$ cat src/rtl/sbg_pkg.sv
package sbg_pkg;

  typedef enum logic [3:0] {
    CMD_NOP     = 4'd0,
    CMD_INHIBIT = 4'd1,
    CMD_ACT     = 4'd2,
    CMD_RD      = 4'd3,
    CMD_RDA     = 4'd4,
    CMD_WR      = 4'd5,
    CMD_WRA     = 4'd6,
    CMD_PRE     = 4'd7,
    CMD_PREALL  = 4'd8,
    CMD_REF     = 4'd9,
    CMD_LMR     = 4'd10,
    CMD_BST     = 4'd11
  } cmd_e;

  typedef enum logic [2:0] {
    BS_IDLE     = 3'd0,
    BS_OPENING  = 3'd1,
    BS_OPEN     = 3'd2,
    BS_READ     = 3'd3,
    BS_WRITE    = 3'd4,
    BS_CLOSING  = 3'd5,
    BS_READ_AC  = 3'd6,
    BS_WRITE_AC = 3'd7
  } bank_st_e;

  typedef enum logic [3:0] {
    BA_KEEP,
    BA_OPEN,
    BA_READ,
    BA_WRITE,
    BA_READ_AC,
    BA_WRITE_AC,
    BA_CLOSE,
    BA_STOP,
    BA_FORCE_IDLE
  } bank_act_e;

  typedef enum logic [1:0] {
    GO_NONE,
    GO_REFRESH,
    GO_MODE,
    GO_CLOSE_ALL
  } glob_op_e;

  typedef enum logic [2:0] {
    RSN_NONE         = 3'd0,
    RSN_BANK_BUSY    = 3'd1,
    RSN_NOT_OPEN     = 3'd2,
    RSN_NOT_ALL_IDLE = 3'd3,
    RSN_DEV_BUSY     = 3'd4,
    RSN_UNKNOWN      = 3'd5
  } reason_e;

  function automatic int unsigned max_int(int unsigned a, int unsigned b);
    return (a > b) ? a : b;
  endfunction

  // Burst duration in cycles for the two-bit length select.
  function automatic int unsigned burst_cycles(logic [1:0] code);
    return 32'd1 << code;
  endfunction

  // Stable state reached when a timed phase runs out.
  function automatic bank_st_e settle_state(bank_st_e s);
    case (s)
      BS_OPENING, BS_READ, BS_WRITE:         return BS_OPEN;
      BS_CLOSING, BS_READ_AC, BS_WRITE_AC:   return BS_IDLE;
      default:                               return s;
    endcase
  endfunction

  // Phases that must not be disturbed by a command to the same bank.
  function automatic logic is_transient(bank_st_e s);
    return (s == BS_OPENING) || (s == BS_CLOSING) ||
           (s == BS_READ_AC) || (s == BS_WRITE_AC);
  endfunction

  function automatic logic is_open(bank_st_e s);
    return (s == BS_OPEN) || (s == BS_READ) || (s == BS_WRITE);
  endfunction

endpackage

$ cat src/rtl/sbg_bank.sv
module sbg_bank
  import sbg_pkg::*;
#(
  parameter int unsigned T_RCD = 2,
  parameter int unsigned T_RP  = 3,
  parameter int unsigned CNT_W = 4
) (
  input  logic             clk_i,
  input  logic             rst_ni,
  input  logic             track_i,
  input  bank_act_e        act_i,
  input  logic [CNT_W-1:0] burst_i,
  output bank_st_e         state_o
);

  bank_st_e         st_q, st_d;
  logic [CNT_W-1:0] hold_q, hold_d;

  // Timed phase requested by the action, and its total length in cycles.
  logic             load;
  bank_st_e         load_st;
  logic [CNT_W-1:0] load_len;

  always_comb begin
    load     = 1'b1;
    load_st  = st_q;
    load_len = '0;
    case (act_i)
      BA_OPEN: begin
        load_st  = BS_OPENING;
        load_len = CNT_W'(T_RCD);
      end
      BA_READ: begin
        load_st  = BS_READ;
        load_len = burst_i;
      end
      BA_WRITE: begin
        load_st  = BS_WRITE;
        load_len = burst_i;
      end
      BA_READ_AC: begin
        load_st  = BS_READ_AC;
        load_len = burst_i + CNT_W'(T_RP);
      end
      BA_WRITE_AC: begin
        load_st  = BS_WRITE_AC;
        load_len = burst_i + CNT_W'(T_RP);
      end
      BA_CLOSE: begin
        load_st  = BS_CLOSING;
        load_len = CNT_W'(T_RP);
      end
      default: load = 1'b0;
    endcase
  end

  always_comb begin
    st_d   = st_q;
    hold_d = hold_q;
    if (track_i) begin
      if (act_i == BA_STOP) begin
        st_d   = BS_OPEN;
        hold_d = '0;
      end else if (act_i == BA_FORCE_IDLE) begin
        st_d   = BS_IDLE;
        hold_d = '0;
      end else if (load) begin
        if (load_len <= CNT_W'(1)) begin
          st_d   = settle_state(load_st);
          hold_d = '0;
        end else begin
          st_d   = load_st;
          hold_d = load_len - CNT_W'(1);
        end
      end else if (hold_q != '0) begin
        hold_d = hold_q - CNT_W'(1);
        if (hold_q == CNT_W'(1)) begin
          st_d = settle_state(st_q);
        end
      end
    end
  end

  always_ff @(posedge clk_i or negedge rst_ni) begin
    if (!rst_ni) begin
      st_q   <= BS_IDLE;
      hold_q <= '0;
    end else begin
      st_q   <= st_d;
      hold_q <= hold_d;
    end
  end

  assign state_o = st_q;

endmodule

$ cat src/rtl/sbg_global.sv
module sbg_global
  import sbg_pkg::*;
#(
  parameter int unsigned T_RP  = 3,
  parameter int unsigned T_RC  = 6,
  parameter int unsigned T_MRD = 2,
  parameter int unsigned CNT_W = 4,
  parameter int unsigned BA_W  = 2
) (
  input  logic            clk_i,
  input  logic            rst_ni,
  input  logic            cke_i,
  input  glob_op_e        op_i,
  input  logic            burst_start_i,
  input  logic [BA_W-1:0] burst_bank_i,
  output logic            track_o,
  output logic            busy_o,
  output logic [BA_W-1:0] last_bank_o,
  output logic            last_valid_o
);

  logic             cke_q;
  logic [CNT_W-1:0] gcnt_q;

  function automatic logic [CNT_W-1:0] op_len(glob_op_e op);
    case (op)
      GO_REFRESH:   return CNT_W'(T_RC);
      GO_MODE:      return CNT_W'(T_MRD);
      GO_CLOSE_ALL: return CNT_W'(T_RP);
      default:      return '0;
    endcase
  endfunction

  assign track_o = cke_q & cke_i;
  assign busy_o  = (gcnt_q != '0);

  always_ff @(posedge clk_i or negedge rst_ni) begin
    if (!rst_ni) begin
      cke_q        <= 1'b0;
      gcnt_q       <= '0;
      last_bank_o  <= '0;
      last_valid_o <= 1'b0;
    end else begin
      cke_q <= cke_i;
      if (track_o) begin
        if (op_i != GO_NONE) begin
          gcnt_q <= op_len(op_i) - CNT_W'(1);
        end else if (gcnt_q != '0) begin
          gcnt_q <= gcnt_q - CNT_W'(1);
        end
        if (burst_start_i) begin
          last_bank_o  <= burst_bank_i;
          last_valid_o <= 1'b1;
        end
      end
    end
  end

endmodule

$ cat src/rtl/sbg_decode.sv
module sbg_decode
  import sbg_pkg::*;
#(
  parameter int unsigned NUM_BANKS = 4,
  parameter int unsigned BA_W      = 2
) (
  input  logic [3:0]                  cmd_i,
  input  logic [BA_W-1:0]             bank_i,
  input  bank_st_e [NUM_BANKS-1:0]    states_i,
  input  logic                        glob_busy_i,
  input  logic [BA_W-1:0]             last_bank_i,
  input  logic                        last_valid_i,
  output bank_act_e [NUM_BANKS-1:0]   act_o,
  output glob_op_e                    op_o,
  output logic                        burst_start_o,
  output reason_e                     reason_o
);

  logic     banks_idle;
  logic     any_transient;
  bank_st_e tgt;
  bank_st_e last_st;

  always_comb begin
    banks_idle    = 1'b1;
    any_transient = 1'b0;
    for (int b = 0; b < NUM_BANKS; b++) begin
      if (states_i[b] != BS_IDLE) banks_idle = 1'b0;
      if (is_transient(states_i[b])) any_transient = 1'b1;
    end
  end

  assign tgt     = states_i[bank_i];
  assign last_st = states_i[last_bank_i];

  always_comb begin
    for (int b = 0; b < NUM_BANKS; b++) act_o[b] = BA_KEEP;
    op_o          = GO_NONE;
    burst_start_o = 1'b0;
    reason_o      = RSN_NONE;
    if (cmd_i > CMD_BST) begin
      reason_o = RSN_UNKNOWN;
    end else if (cmd_i == CMD_NOP || cmd_i == CMD_INHIBIT) begin
      reason_o = RSN_NONE;
    end else if (glob_busy_i) begin
      reason_o = RSN_DEV_BUSY;
    end else begin
      case (cmd_i)
        CMD_ACT: begin
          if (tgt == BS_IDLE) act_o[bank_i] = BA_OPEN;
          else                reason_o      = RSN_BANK_BUSY;
        end
        CMD_RD, CMD_RDA, CMD_WR, CMD_WRA: begin
          if (is_transient(tgt)) begin
            reason_o = RSN_BANK_BUSY;
          end else if (tgt == BS_IDLE) begin
            reason_o = RSN_NOT_OPEN;
          end else begin
            burst_start_o = 1'b1;
            case (cmd_i)
              CMD_RD:  act_o[bank_i] = BA_READ;
              CMD_RDA: act_o[bank_i] = BA_READ_AC;
              CMD_WR:  act_o[bank_i] = BA_WRITE;
              default: act_o[bank_i] = BA_WRITE_AC;
            endcase
          end
        end
        CMD_PRE: begin
          if (is_transient(tgt))   reason_o      = RSN_BANK_BUSY;
          else if (is_open(tgt))   act_o[bank_i] = BA_CLOSE;
        end
        CMD_PREALL: begin
          if (any_transient) begin
            reason_o = RSN_BANK_BUSY;
          end else begin
            for (int b = 0; b < NUM_BANKS; b++) act_o[b] = BA_FORCE_IDLE;
            op_o = GO_CLOSE_ALL;
          end
        end
        CMD_REF, CMD_LMR: begin
          if (!banks_idle)            reason_o = RSN_NOT_ALL_IDLE;
          else if (cmd_i == CMD_REF)  op_o     = GO_REFRESH;
          else                        op_o     = GO_MODE;
        end
        default: begin
          // Stop: acts on the latest plain burst wherever it runs.
          if (last_valid_i && (last_st == BS_READ || last_st == BS_WRITE))
            act_o[last_bank_i] = BA_STOP;
        end
      endcase
    end
  end

endmodule

$ cat src/rtl/sdram_bank_guard.sv
module sdram_bank_guard
  import sbg_pkg::*;
#(
  parameter int unsigned NUM_BANKS = 4,
  parameter int unsigned T_RCD     = 2,
  parameter int unsigned T_RP      = 3,
  parameter int unsigned T_RC      = 6,
  parameter int unsigned T_MRD     = 2,
  localparam int unsigned BA_W     = $clog2(NUM_BANKS),
  localparam int unsigned MAX_LEN  = max_int(max_int(T_RCD, T_RP + 8), max_int(T_RC, T_MRD)),
  localparam int unsigned CNT_W    = $clog2(MAX_LEN + 1)
) (
  input  logic                   clk_i,
  input  logic                   rst_ni,
  input  logic                   cke_i,
  input  logic [3:0]             cmd_i,
  input  logic [BA_W-1:0]        bank_i,
  input  logic [1:0]             burst_len_i,
  output logic [3*NUM_BANKS-1:0] bank_state_o,
  output logic                   all_idle_o,
  output logic                   illegal_o,
  output logic [2:0]             reason_o
);

  // Named internal events, also observed by the bound checker.
  logic                      track;
  logic                      glob_busy;
  logic [BA_W-1:0]           last_bank;
  logic                      last_valid;
  logic                      burst_start;
  glob_op_e                  glob_op;
  reason_e                   reason_d;
  bank_act_e [NUM_BANKS-1:0] bank_act;
  bank_st_e  [NUM_BANKS-1:0] bank_st;
  logic [CNT_W-1:0]          burst_len;
  logic                      illegal_q;
  reason_e                   reason_q;

  assign burst_len = CNT_W'(burst_cycles(burst_len_i));

  sbg_global #(
    .T_RP  (T_RP),
    .T_RC  (T_RC),
    .T_MRD (T_MRD),
    .CNT_W (CNT_W),
    .BA_W  (BA_W)
  ) i_global (
    .clk_i         (clk_i),
    .rst_ni        (rst_ni),
    .cke_i         (cke_i),
    .op_i          (glob_op),
    .burst_start_i (burst_start),
    .burst_bank_i  (bank_i),
    .track_o       (track),
    .busy_o        (glob_busy),
    .last_bank_o   (last_bank),
    .last_valid_o  (last_valid)
  );

  sbg_decode #(
    .NUM_BANKS (NUM_BANKS),
    .BA_W      (BA_W)
  ) i_decode (
    .cmd_i         (cmd_i),
    .bank_i        (bank_i),
    .states_i      (bank_st),
    .glob_busy_i   (glob_busy),
    .last_bank_i   (last_bank),
    .last_valid_i  (last_valid),
    .act_o         (bank_act),
    .op_o          (glob_op),
    .burst_start_o (burst_start),
    .reason_o      (reason_d)
  );

  for (genvar b = 0; b < NUM_BANKS; b++) begin : g_bank
    sbg_bank #(
      .T_RCD (T_RCD),
      .T_RP  (T_RP),
      .CNT_W (CNT_W)
    ) i_bank (
      .clk_i   (clk_i),
      .rst_ni  (rst_ni),
      .track_i (track),
      .act_i   (bank_act[b]),
      .burst_i (burst_len),
      .state_o (bank_st[b])
    );
  end

  always_ff @(posedge clk_i or negedge rst_ni) begin
    if (!rst_ni) begin
      illegal_q <= 1'b0;
      reason_q  <= RSN_NONE;
    end else if (track) begin
      illegal_q <= (reason_d != RSN_NONE);
      reason_q  <= reason_d;
    end else begin
      illegal_q <= 1'b0;
      reason_q  <= RSN_NONE;
    end
  end

  always_comb begin
    all_idle_o = !glob_busy;
    for (int b = 0; b < NUM_BANKS; b++) begin
      if (bank_st[b] != BS_IDLE) all_idle_o = 1'b0;
    end
  end

  assign bank_state_o = bank_st;
  assign illegal_o    = illegal_q;
  assign reason_o     = reason_q;

endmodule

$ cat config.mk
export PLATFORM = sky130hd
export DESIGN_NAME = sdram_bank_guard
export DESIGN_NICKNAME = d
export VERILOG_FILES = /design/src/rtl/sbg_pkg.sv /design/src/rtl/sbg_bank.sv /design/src/rtl/sbg_global.sv /design/src/rtl/sbg_decode.sv /design/src/rtl/sdram_bank_guard.sv
export SDC_FILE = /design/constraint.sdc
export NUM_CORES = 1
export LEC_CHECK = 0
export ABC_AREA = 1
export CAP_MARGIN = 20
export CORE_MARGIN = 2
export CORE_UTILIZATION = 52
export DETAILED_ROUTE_END_ITERATION = 8
export PLACE_DENSITY = 0.72
export SLEW_MARGIN = 40
export SYNTH_ARGS = -nofsm -noshare
export SYNTH_HDL_FRONTEND = slang
export SYNTH_SLANG_ARGS = --single-unit
$ cat constraint.sdc
create_clock -name clk_i -period 3.6 [get_ports clk_i]
set_input_delay 0.72 -clock clk_i [delete_from_list [all_inputs] [get_ports clk_i]]
set_output_delay 0.72 -clock clk_i [all_outputs]
set_load 0.05 [all_outputs]
==> metrics.txt, run 1 <==
status finished, final reports clean; most used cell, CP nand2_1; post-route minimum period 3440 ps; largest net degree at the start of global routing 41; top_reg_cell synth dfrtp_1; Ports 28; Slew Limit Headroom 64.6%; slowest stage delay, CP 260 ps; total grt overflow 0; Seq. cell area 0.00100 sq mm; n_diodes 0; area of the multi-input gates 0.00342 sq mm; post-DP HPWL 11.7 mm; CTS buffer count 5; R2R cell count 25; Avg WL per Cell 14.6 microns; CTS root buf clkbuf_8; number of DRC markers in iteration 0 433; Post-DRT Antenna Nets 0; TNS Setup 0 ps; clk buf depth 2; WHS 382 ps; Buffers on Ports 27; leakage 3.47 nW; Worst Tran Pin Value 531 ps; Pwr per Cell Area 606 mW/mm^2; critical path endpoint category flip-flop; Clock Sinks 40; FF-to-FF setup slack 310 ps; Avg Cell Area, Syn 6.19 sq um; Mapped Cells 756; Final Setup Violations 0; Total Die Area 0.00977 sq mm; Vias per Instance 5.43; number of synthesized flops with an enable pin 0; fmax 291 MHz; Total Power 3.92 mW; CTS tree yes; hold violation count in the final report 0; CTS H-tree lvls 2; Critical Path Fanout Max 6; row cnt 34; GR Util All Layers 30.9%; Crit path required time 3810 ps; vias in the first global route 5530; initial antenna violation count 0; post-synthesis cell type count 50; area delta synth->final 38.2%; Arr. time, crit path 3650 ps; GP Congestion 0.940; Syn. warnings 0; Die X 98.9 microns; share of synthesized flip-flops with an asynchronous set or reset 100%; Worst R2R End g_bank[1].i_bank.state_o[1]; First-pass DRT Iterations 9; CP Class primary input to flip-flop; HP Class primary input to async pin; Final period util 95.6%; initial core utilization 53.7%; vias 5629; layout cells sized above 1 32.8%; clk_lat worst skew 310 ps; CP max-delay cell or2_4; register area share after synthesis 21.4%; Worst Clk Skew 7.08 ps; Max IR drop VDD 0.437 mV; syn nets 787; Remaining DRCs 0; final core occ 74.1%; post-synthesis register bit count 40; die height 98.9 microns; Layout Nets 959; RR Startpoint i_global.last_bank_o[1]; Max Cap Violations 0; Worst Setup Start Kind primary input; core area 0.00872 sq mm; final wirelength 15.2 mm; Slew Viols, Final 0; Clock Pin Slew Worst Setup and Hold Paths 90 ps; Post-Syn Area 0.00468 sq mm; Fillers 744; CTS Hold Bufs 0; first-pass GRT wire length 24.8 mm
-- worst max-delay path, delay by kind of cell --
kind / cells / cell delay [ps]
AOI/OAI and AO/OA: 1 / 70
adders and majority gates: 1 / 180
buffers and inverters: 5 / 650
and+or+nand+nor: 20 / 2030
-- metrics by stage --
step	cells	cell area, sq um	worst slack, ps
after floorplan	756	4680	260
after global placement	1018	6040	-447
after detailed placement	1018	6040	-606
after CTS	1031	6230	25.7
after global routing	1037	6460	-39.2
final	1037	6460	160
-- routing by layer --
| layer | vias to the layer above | track usage [%] | share of wire (%) |
|---|---|---|---|
| li1 | 2810 | - | - |
| met1 | 2583 | 38.2 | 43 |
| met2 | 185 | 54.5 | 49 |
| met3 | 51 | 5.11 | 5.2 |
| met4 | 0 | 10.4 | 3.0 |
| met5 | - | 0 | 0 |
-- final cells by class --
cell class | count | area share, %
Multi-Input combinational cell | 596 | 52.8
Timing Repair Buffer | 174 | 21.4
Sequential cell | 40 | 15.5
Inverter | 111 | 6.50
Tap cell | 108 | 2.09
Clock buffer | 6 | 1.12
Clock inverter | 2 | 0.542
-- sequential cells by signal, indices dropped and copies added, names as in the netlist --
signal / flops
i_global.last_valid_o: 1
i_global.gcnt_q: 4
i_global.cke_q: 1
reason_o: 3
i_global.last_bank_o: 2
illegal_o: 1
g_bank.i_bank.state_o: 12
g_bank.i_bank.hold_q: 16
-- synth_stat cells (3+ instances only) --
master / count / share of area (%)
buf_4: 4 / 0.64
inv_2: 26 / 2.1
a21oi_1: 29 / 3.1
xnor2_1: 6 / 1.1
nor2_4: 7 / 1.7
dfrtp_1: 40 / 21
a21oi_2: 3 / 0.56
inv_1: 83 / 6.7
o21ai_1: 18 / 1.9
nor2_2: 15 / 2.0
o211ai_1: 6 / 0.96
nand2_2: 19 / 2.5
nor3b_1: 3 / 0.48
nor2_1: 74 / 5.9
ha_1: 20 / 5.3
nand3_2: 5 / 1.1
nand4_1: 18 / 2.4
nand2_1: 209 / 17
o21ai_2: 5 / 0.94
nand2_4: 6 / 1.4
nand3_1: 79 / 8.4
a31oi_1: 3 / 0.40
o21ai_4: 3 / 1.0
o21ai_0: 29 / 3.1
nor4_1: 3 / 0.40
buf_2: 3 / 0.32
or2_2: 4 / 0.53
nor3_1: 6 / 0.64
-- power breakdown --
part	leakage, nW	total, mW	switching (mW)	internal, mW
registers	0.508	0.844	0.236	0.609
clock network	0.0552	0.386	0.179	0.206
logic	2.91	2.69	1.60	1.09
total	3.47	3.92	2.01	1.91
-- cells by family (layout without fill, tap and decap cells) --
group	Yosys count	count (layout)	synth area share, %
AOI/OAI and AO/OA	111	111	15.0
xor gates and xnor gates	7	7	1.31
adders and majority gates	20	20	5.35
buffers and inverters	120	293	10.3
DFF	40	40	21.4
and+or+nand+nor	458	458	46.7
-- worst max path at each step --
stage | startpoint | cells after the start | endpoint | slack (ps)
5_1_grt | bank_i[0] | 26 | g_bank[1].i_bank.hold_q[3] | -40
2_1_floorplan | bank_i[1] | 24 | g_bank[1].i_bank.hold_q[0] | 260
4_1_cts | cmd_i[2] | 22 | g_bank[1].i_bank.hold_q[3] | 30
6_report | bank_i[0] | 27 | g_bank[1].i_bank.state_o[1] | 160
3_3_place_gp | bank_i[0] | 25 | g_bank[1].i_bank.hold_q[1] | -450
3_5_place_dp | bank_i[0] | 26 | g_bank[1].i_bank.hold_q[1] | -610
-- layout by cell type, fill, tap and decap left out, types with 3 or more instances in the layout --
cell type and instances:
buf_4 143, o21ai_0 25, nor2_1 62, o211ai_1 6
nand3_2 10, xnor2_1 6, nand4_1 18, buf_6 3
clkbuf_8 5, inv_1 81, nor3_1 5, ha_1 18
nor2_4 13, nor4_1 3, or2_2 3, clkdlybuf4s50_1 20
a21oi_1 25, dlymetal6s2s_1 4, inv_2 28, o21ai_4 3
dfrtp_1 40, nor3b_1 3, o21ai_1 20, a21oi_2 7
nand3_1 73, nor3_2 3, nand2_1 195, o21ai_2 7
nand2_4 9, nand2_2 30, nor2_2 21
-- what timing repair did --
| action | in CTS | in global routing |
|---|---|---|
| resized for setup | 16 | 57 |
| buffers inserted | 3 | 6 |
| pin swaps | 5 | 21 |
| endpoints found under the setup margin | 23 | 24 |
| cloned | 2 | 0 |
Note: power is estimated with default switching activity, not from simulation.
==> run 2: changes to the inputs <==
--- a/config.mk
+++ b/config.mk
@@ -7,7 +7,7 @@
 export LEC_CHECK = 0
 export ABC_AREA = 1
 export CAP_MARGIN = 20
-export CORE_MARGIN = 2
+export CORE_MARGIN = 5
 export CORE_UTILIZATION = 52
 export DETAILED_ROUTE_END_ITERATION = 8
 export PLACE_DENSITY = 0.72
==> metrics.txt, run 2 (synthesized netlist as in run 1, its figures left out) <==
clk buf depth 2 (unchanged); Psw 2.00 mW (was 2.01 mW); initial core utilization 53.4% (was 53.7%); Slew Viols, Final 0 (unchanged); total grt overflow 0 (unchanged); Worst R2R End g_bank[1].i_bank.hold_q[3] (was g_bank[1].i_bank.state_o[1]); die height 105 microns (was 98.9 microns); Final period util 95.8% (was 95.6%); CTS tree yes (unchanged); GP Congestion 0.977 (was 0.940); Layout Nets 964 (was 959); Worst Clk Skew 13.2 ps (was 7.08 ps); Ports 28 (unchanged); Arr. time, crit path 3670 ps (was 3650 ps); row cnt 34 (unchanged); final wirelength 15.3 mm (was 15.2 mm); status finished, final reports clean (unchanged); Total Die Area 0.0110 sq mm (was 0.00977 sq mm); placed cell count 1026 (was 1018); CTS buffer count 5 (unchanged); fin cells 1041 (was 1037); area delta synth->final 37.6% (was 38.2%); Clock Power Share 11.4% (was 9.8%); Avg WL per Cell 14.7 microns (was 14.6 microns); Remaining DRCs 0 (unchanged); Area after DPL 0.00612 sq mm (was 0.00604 sq mm); GR Util All Layers 27.3% (was 30.9%); Final Setup Violations 0 (unchanged); core area 0.00876 sq mm (was 0.00872 sq mm); Worst Tran Pin Value 554 ps (was 531 ps); initial antenna violation count 1 (was 0); CTS H-tree lvls 2 (unchanged); Vias per Instance 5.44 (was 5.43); most common cell after layout, fill and taps aside nand2_1 (unchanged); Flop pwr share 21.7% (was 21.6%); Sw Share 50.2% (was 51.3%); Slew Limit Headroom 63.1% (was 64.6%); largest reg by FF count g_bank.i_bank.hold_q (unchanged); Pwr per Cell Area 618 mW/mm^2 (was 606 mW/mm^2); post-route minimum period 3450 ps (was 3440 ps); FF-to-FF setup slack 310 ps (about the same); clk_lat worst skew 300 ps (was 310 ps); Largest register FFs 16 (unchanged); number of DRC markers in iteration 0 446 (was 433); layout cells sized above 1 31.8% (was 32.8%); CTS Hold Bufs 0 (unchanged); Crit path required time 3820 ps (was 3810 ps); Clock Sinks 40 (unchanged); HP Class primary input to async pin (unchanged); Die X 105 microns (was 98.9 microns); largest net degree at the start of global routing 41 (unchanged); Max IR drop VDD 0.356 mV (was 0.437 mV); first-pass GRT wire length 25.1 mm (was 24.8 mm); n_diodes 0 (unchanged); Max Cap Violations 0 (unchanged); vias 5666 (was 5629); Post-DRT Antenna Nets 0 (unchanged); vias in the first global route 5437 (was 5530); leakage 3.47 nW (about the same); Clock Pin Slew Worst Setup and Hold Paths 90 ps (about the same); CP Class primary input to flip-flop (unchanged); Buffers on Ports 27 (unchanged); final core occ 73.5% (was 74.1%); fmax 290 MHz (was 291 MHz); final instance area 0.00644 sq mm (was 0.00646 sq mm); most frequent cells in the layout 204 x nand2_1, 150 x buf_4, 81 x inv_1 (was 195 x nand2_1, 143 x buf_4, 81 x inv_1); hold violation count in the final report 0 (unchanged); power share of the combinational group 67.0% (was 68.6%); RR Startpoint g_bank[3].i_bank.state_o[0] (was i_global.last_bank_o[1]); First-pass DRT Iterations 5 (was 9); Critical Path Fanout Max 9 (was 6); post-DP HPWL 12.3 mm (was 11.7 mm); critical path endpoint category flip-flop (unchanged); Pint 1.98 mW (was 1.91 mW); Worst Setup Start Kind primary input (unchanged); Fillers 771 (was 744); CTS root buf clkbuf_8 (unchanged); R2R cell count 22 (was 25)
## run 2: how the worst max path moves through the flow
stage                                       to  cells past startpoint      start
floorplan           g_bank[1].i_bank.hold_q[0]                     24  bank_i[1]
global placement    g_bank[1].i_bank.hold_q[1]                     25  bank_i[1]
detailed placement  g_bank[1].i_bank.hold_q[0]                     25  bank_i[1]
CTS                 g_bank[1].i_bank.hold_q[0]                     22   cmd_i[3]
global route        g_bank[1].i_bank.hold_q[3]                     25  bank_i[0]
finish              g_bank[1].i_bank.hold_q[3]                     25  bank_i[1]
## run 2: metal layers
metal | wire, microns | up-vias | global-route usage (%)
li1 | - | 2821 | -
met2 | 7530 | 187 | 46.9
met1 | 6320 | 2616 | 35.2
met4 | 343 | 2 | 8.22
met3 | 1130 | 40 | 4.13
met5 | 14 | - | 0
## run 2: timing repair
action                     CTS  global route
pin swaps                    1            10
setup endpoints to repair   25            25
setup buffers                0             8
cloned                       0             0
gates resized for setup     12            39
## run 2: worst max-delay path: stages
cell and delay (ps):
buf_2 150, buf_4 160, nand3_1 90, nand2_1 80, nor2_2 160, nand2_1 130
nand2_4 140, inv_4 50, nor2_4 100, o21ai_2 90, nand2_4 100, nand2_2 60
inv_1 70, nand2_1 60, nor2_1 150, nor2_2 70, nor3_2 200, a311oi_2 70
ha_1 210, or2_2 320, nand3_4 110, nor2_2 50, inv_2 60, nand3_1 70
o21ai_1 160
## run 2: area by class of cell
class                           count  area (sq um)  share of cell area (%)
Timing Repair Buffer              179          1430                    22.2
Multi-Input combinational cell    596          3310                    51.5
Clock inverter                      2          60.1                   0.933
Clock buffer                        5          68.8                    1.07
Tap cell                          108           135                    2.10
Inverter                          111           420                    6.53
Sequential cell                    40          1010                    15.7
## run 2: power groups by stage
stage / Clock [mW] / Combinational, mW / Sequential [mW]
CTS: 0.468 / 2.57 / 0.855
floorplan: 0 / 1.53 / 0.940
detailed placement: 0 / 2.54 / 0.862
finish: 0.453 / 2.66 / 0.862
global route: 0.492 / 2.96 / 0.880
global placement: 0 / 2.47 / 0.851
## run 2: stage by stage
stage / worst slack (ps) / setup TNS, ps / power [mW] / hold slack, ps
2_1_floorplan: 260 / 0 / 2.47 / 422
3_3_place_gp: -603 / -10340 / 3.32 / 445
3_5_place_dp: -670 / -12750 / 3.40 / 459
4_1_cts: 8.54 / 0 / 3.89 / 420
5_1_grt: -69.0 / -199 / 4.33 / 431
6_report: 153 / 0 / 3.98 / 401
==> run 3: changes to the inputs <==
--- a/config.mk
+++ b/config.mk
@@ -7,6 +7,7 @@
 export LEC_CHECK = 0
 export ABC_AREA = 1
 export CAP_MARGIN = 20
+export CORE_ASPECT_RATIO = 1.1
 export CORE_MARGIN = 5
 export CORE_UTILIZATION = 52
 export DETAILED_ROUTE_END_ITERATION = 8
==> metrics.txt, run 3 (synthesized netlist as in run 1, its figures left out) <==
n_diodes 0 (unchanged); CTS Hold Bufs 0 (unchanged); Worst R2R End g_bank[1].i_bank.hold_q[3] (unchanged); CTS tree yes (unchanged); Slew Viols, Final 0 (unchanged); Final Setup Violations 0 (unchanged); core area 0.00883 sq mm (was 0.00876 sq mm); initial antenna violation count 1 (unchanged); CP bufs+invs 6 (was 5); slowest stage delay, CP 330 ps (was 320 ps); number of DRC markers in iteration 0 349 (was 446); Buffers on Ports 27 (unchanged); Post-DRT Antenna Nets 0 (unchanged); Ports 28 (unchanged); HP Class primary input to async pin (unchanged); TNS Setup 0 ps (unchanged); Vias per Instance 5.27 (was 5.44); Total Power 3.78 mW (was 3.98 mW); CP Class primary input to flip-flop (unchanged); RR Startpoint i_global.last_bank_o[1] (was g_bank[3].i_bank.state_o[0]); Slew Limit Headroom 65.0% (was 63.1%); Worst Tran Pin Value 525 ps (was 554 ps); CTS root buf clkbuf_8 (unchanged); initial core utilization 53.0% (was 53.4%); fin cells 1036 (was 1041); area delta synth->final 35.6% (was 37.6%); post-route minimum period 3390 ps (was 3450 ps); placed cell count 1027 (was 1026); fmax 295 MHz (was 290 MHz); Pwr per Cell Area 595 mW/mm^2 (was 618 mW/mm^2); RSZ-0062 raised after global routing true; Worst path top cell family by delay simple AND/OR/NAND/NOR gates (unchanged); Remaining DRCs 0 (unchanged); CTS buffer count 5 (unchanged); first-pass GRT wire length 24.6 mm (was 25.1 mm); First-pass DRT Iterations 5 (unchanged); post-DP HPWL 12.1 mm (was 12.3 mm); Crit path required time 3840 ps (was 3820 ps); R2R cell count 24 (was 22); clk buf depth 2 (unchanged); most frequent cells in the layout 205 x nand2_1, 139 x buf_4, 79 x inv_1 (was 204 x nand2_1, 150 x buf_4, 81 x inv_1); Largest register FFs 16 (unchanged); Max IR drop VDD 0.386 mV (was 0.356 mV); vias in the first global route 5387 (was 5437); most common cell after layout, fill and taps aside nand2_1 (unchanged); Critical Path Fanout Max 6 (was 9); hold violation count in the final report 0 (unchanged); die height 109 microns (was 105 microns); Clock Sinks 40 (unchanged); total grt overflow 0 (unchanged); largest net degree at the start of global routing 41 (unchanged); status finished, final reports clean (unchanged); layout cells sized above 1 31.3% (was 31.8%); final wirelength 14.9 mm (was 15.3 mm); most used cell, CP nor2_2; GP Congestion 0.946 (was 0.977); CP max-delay cell or2_2 (unchanged); Avg WL per Cell 14.4 microns (was 14.7 microns); Worst Setup Start Kind primary input (unchanged); Total Die Area 0.0110 sq mm (about the same); Clock Pin Slew Worst Setup and Hold Paths 80 ps (was 90 ps); vias 5456 (was 5666); Die X 100 microns (was 105 microns); FF-to-FF setup slack 240 ps (was 310 ps); GR Util All Layers 27.9% (was 27.3%); CTS H-tree lvls 2 (unchanged); WHS 383 ps (was 401 ps); largest reg by FF count g_bank.i_bank.hold_q (unchanged); row cnt 36 (was 34); clk_lat worst skew 310 ps (was 300 ps); Max Cap Violations 0 (unchanged); Final period util 94.2% (was 95.8%); critical path endpoint category flip-flop (unchanged); Worst Clk Skew 7.50 ps (was 13.2 ps); Arr. time, crit path 3630 ps (was 3670 ps); leakage 3.41 nW (was 3.47 nW); Layout Nets 953 (was 964)
==> run 3: worst max path at each step <==
stage                     cells after the start                         end                    start
final                                        25  g_bank[1].i_bank.hold_q[3]                bank_i[1]
after global routing                         24  g_bank[1].i_bank.hold_q[1]  i_global.last_bank_o[0]
after CTS                                    24  g_bank[1].i_bank.hold_q[0]                bank_i[1]
after global placement                       23  g_bank[1].i_bank.hold_q[0]                bank_i[0]
after floorplan                              24  g_bank[1].i_bank.hold_q[0]                bank_i[1]
after detailed placement                     23  g_bank[1].i_bank.hold_q[0]                bank_i[0]
==> run 3: layer usage <==
metal  vias up  track usage [%]  part of all wire (%)
met1      2482             34.5                    43
met3        35             4.76                   5.8
met5         -                0                 0.087
li1       2788                -                     -
met2       149             48.4                    48
met4         2             10.8                   2.9
==> run 3: per-stage QoR <==
step	utilization (%)	setup slack [ps]	cell area (sq um)
3_5_place_dp	68.9	-625	6090
3_3_place_gp	68.9	-541	6080
2_1_floorplan	-	260	4680
4_1_cts	70.4	19.6	6210
6_report	71.9	210	6340
5_1_grt	71.9	-49.8	6340
==> run 3: layout make-up <==
cell class / instances / area, sq um
clock buffer: 7 / 96.3
tap: 114 / 143
inverter: 111 / 420
fill: 781 / 2480
multi-input combinational: 596 / 3330
timing repair buffer: 168 / 1350
sequential: 40 / 1010
==> run 3: power breakdown <==
group	switching, mW	internal [mW]
combinational	1.53	1.04
sequential	0.247	0.613
clock	0.172	0.171
==> run 3: what timing repair did <==
| item | in CTS | in global routing |
|---|---|---|
| endpoints found under the setup margin | 24 | 25 |
| buffers inserted | 0 | 2 |
| pin swaps | 1 | 9 |
| resized for setup | 12 | 44 |
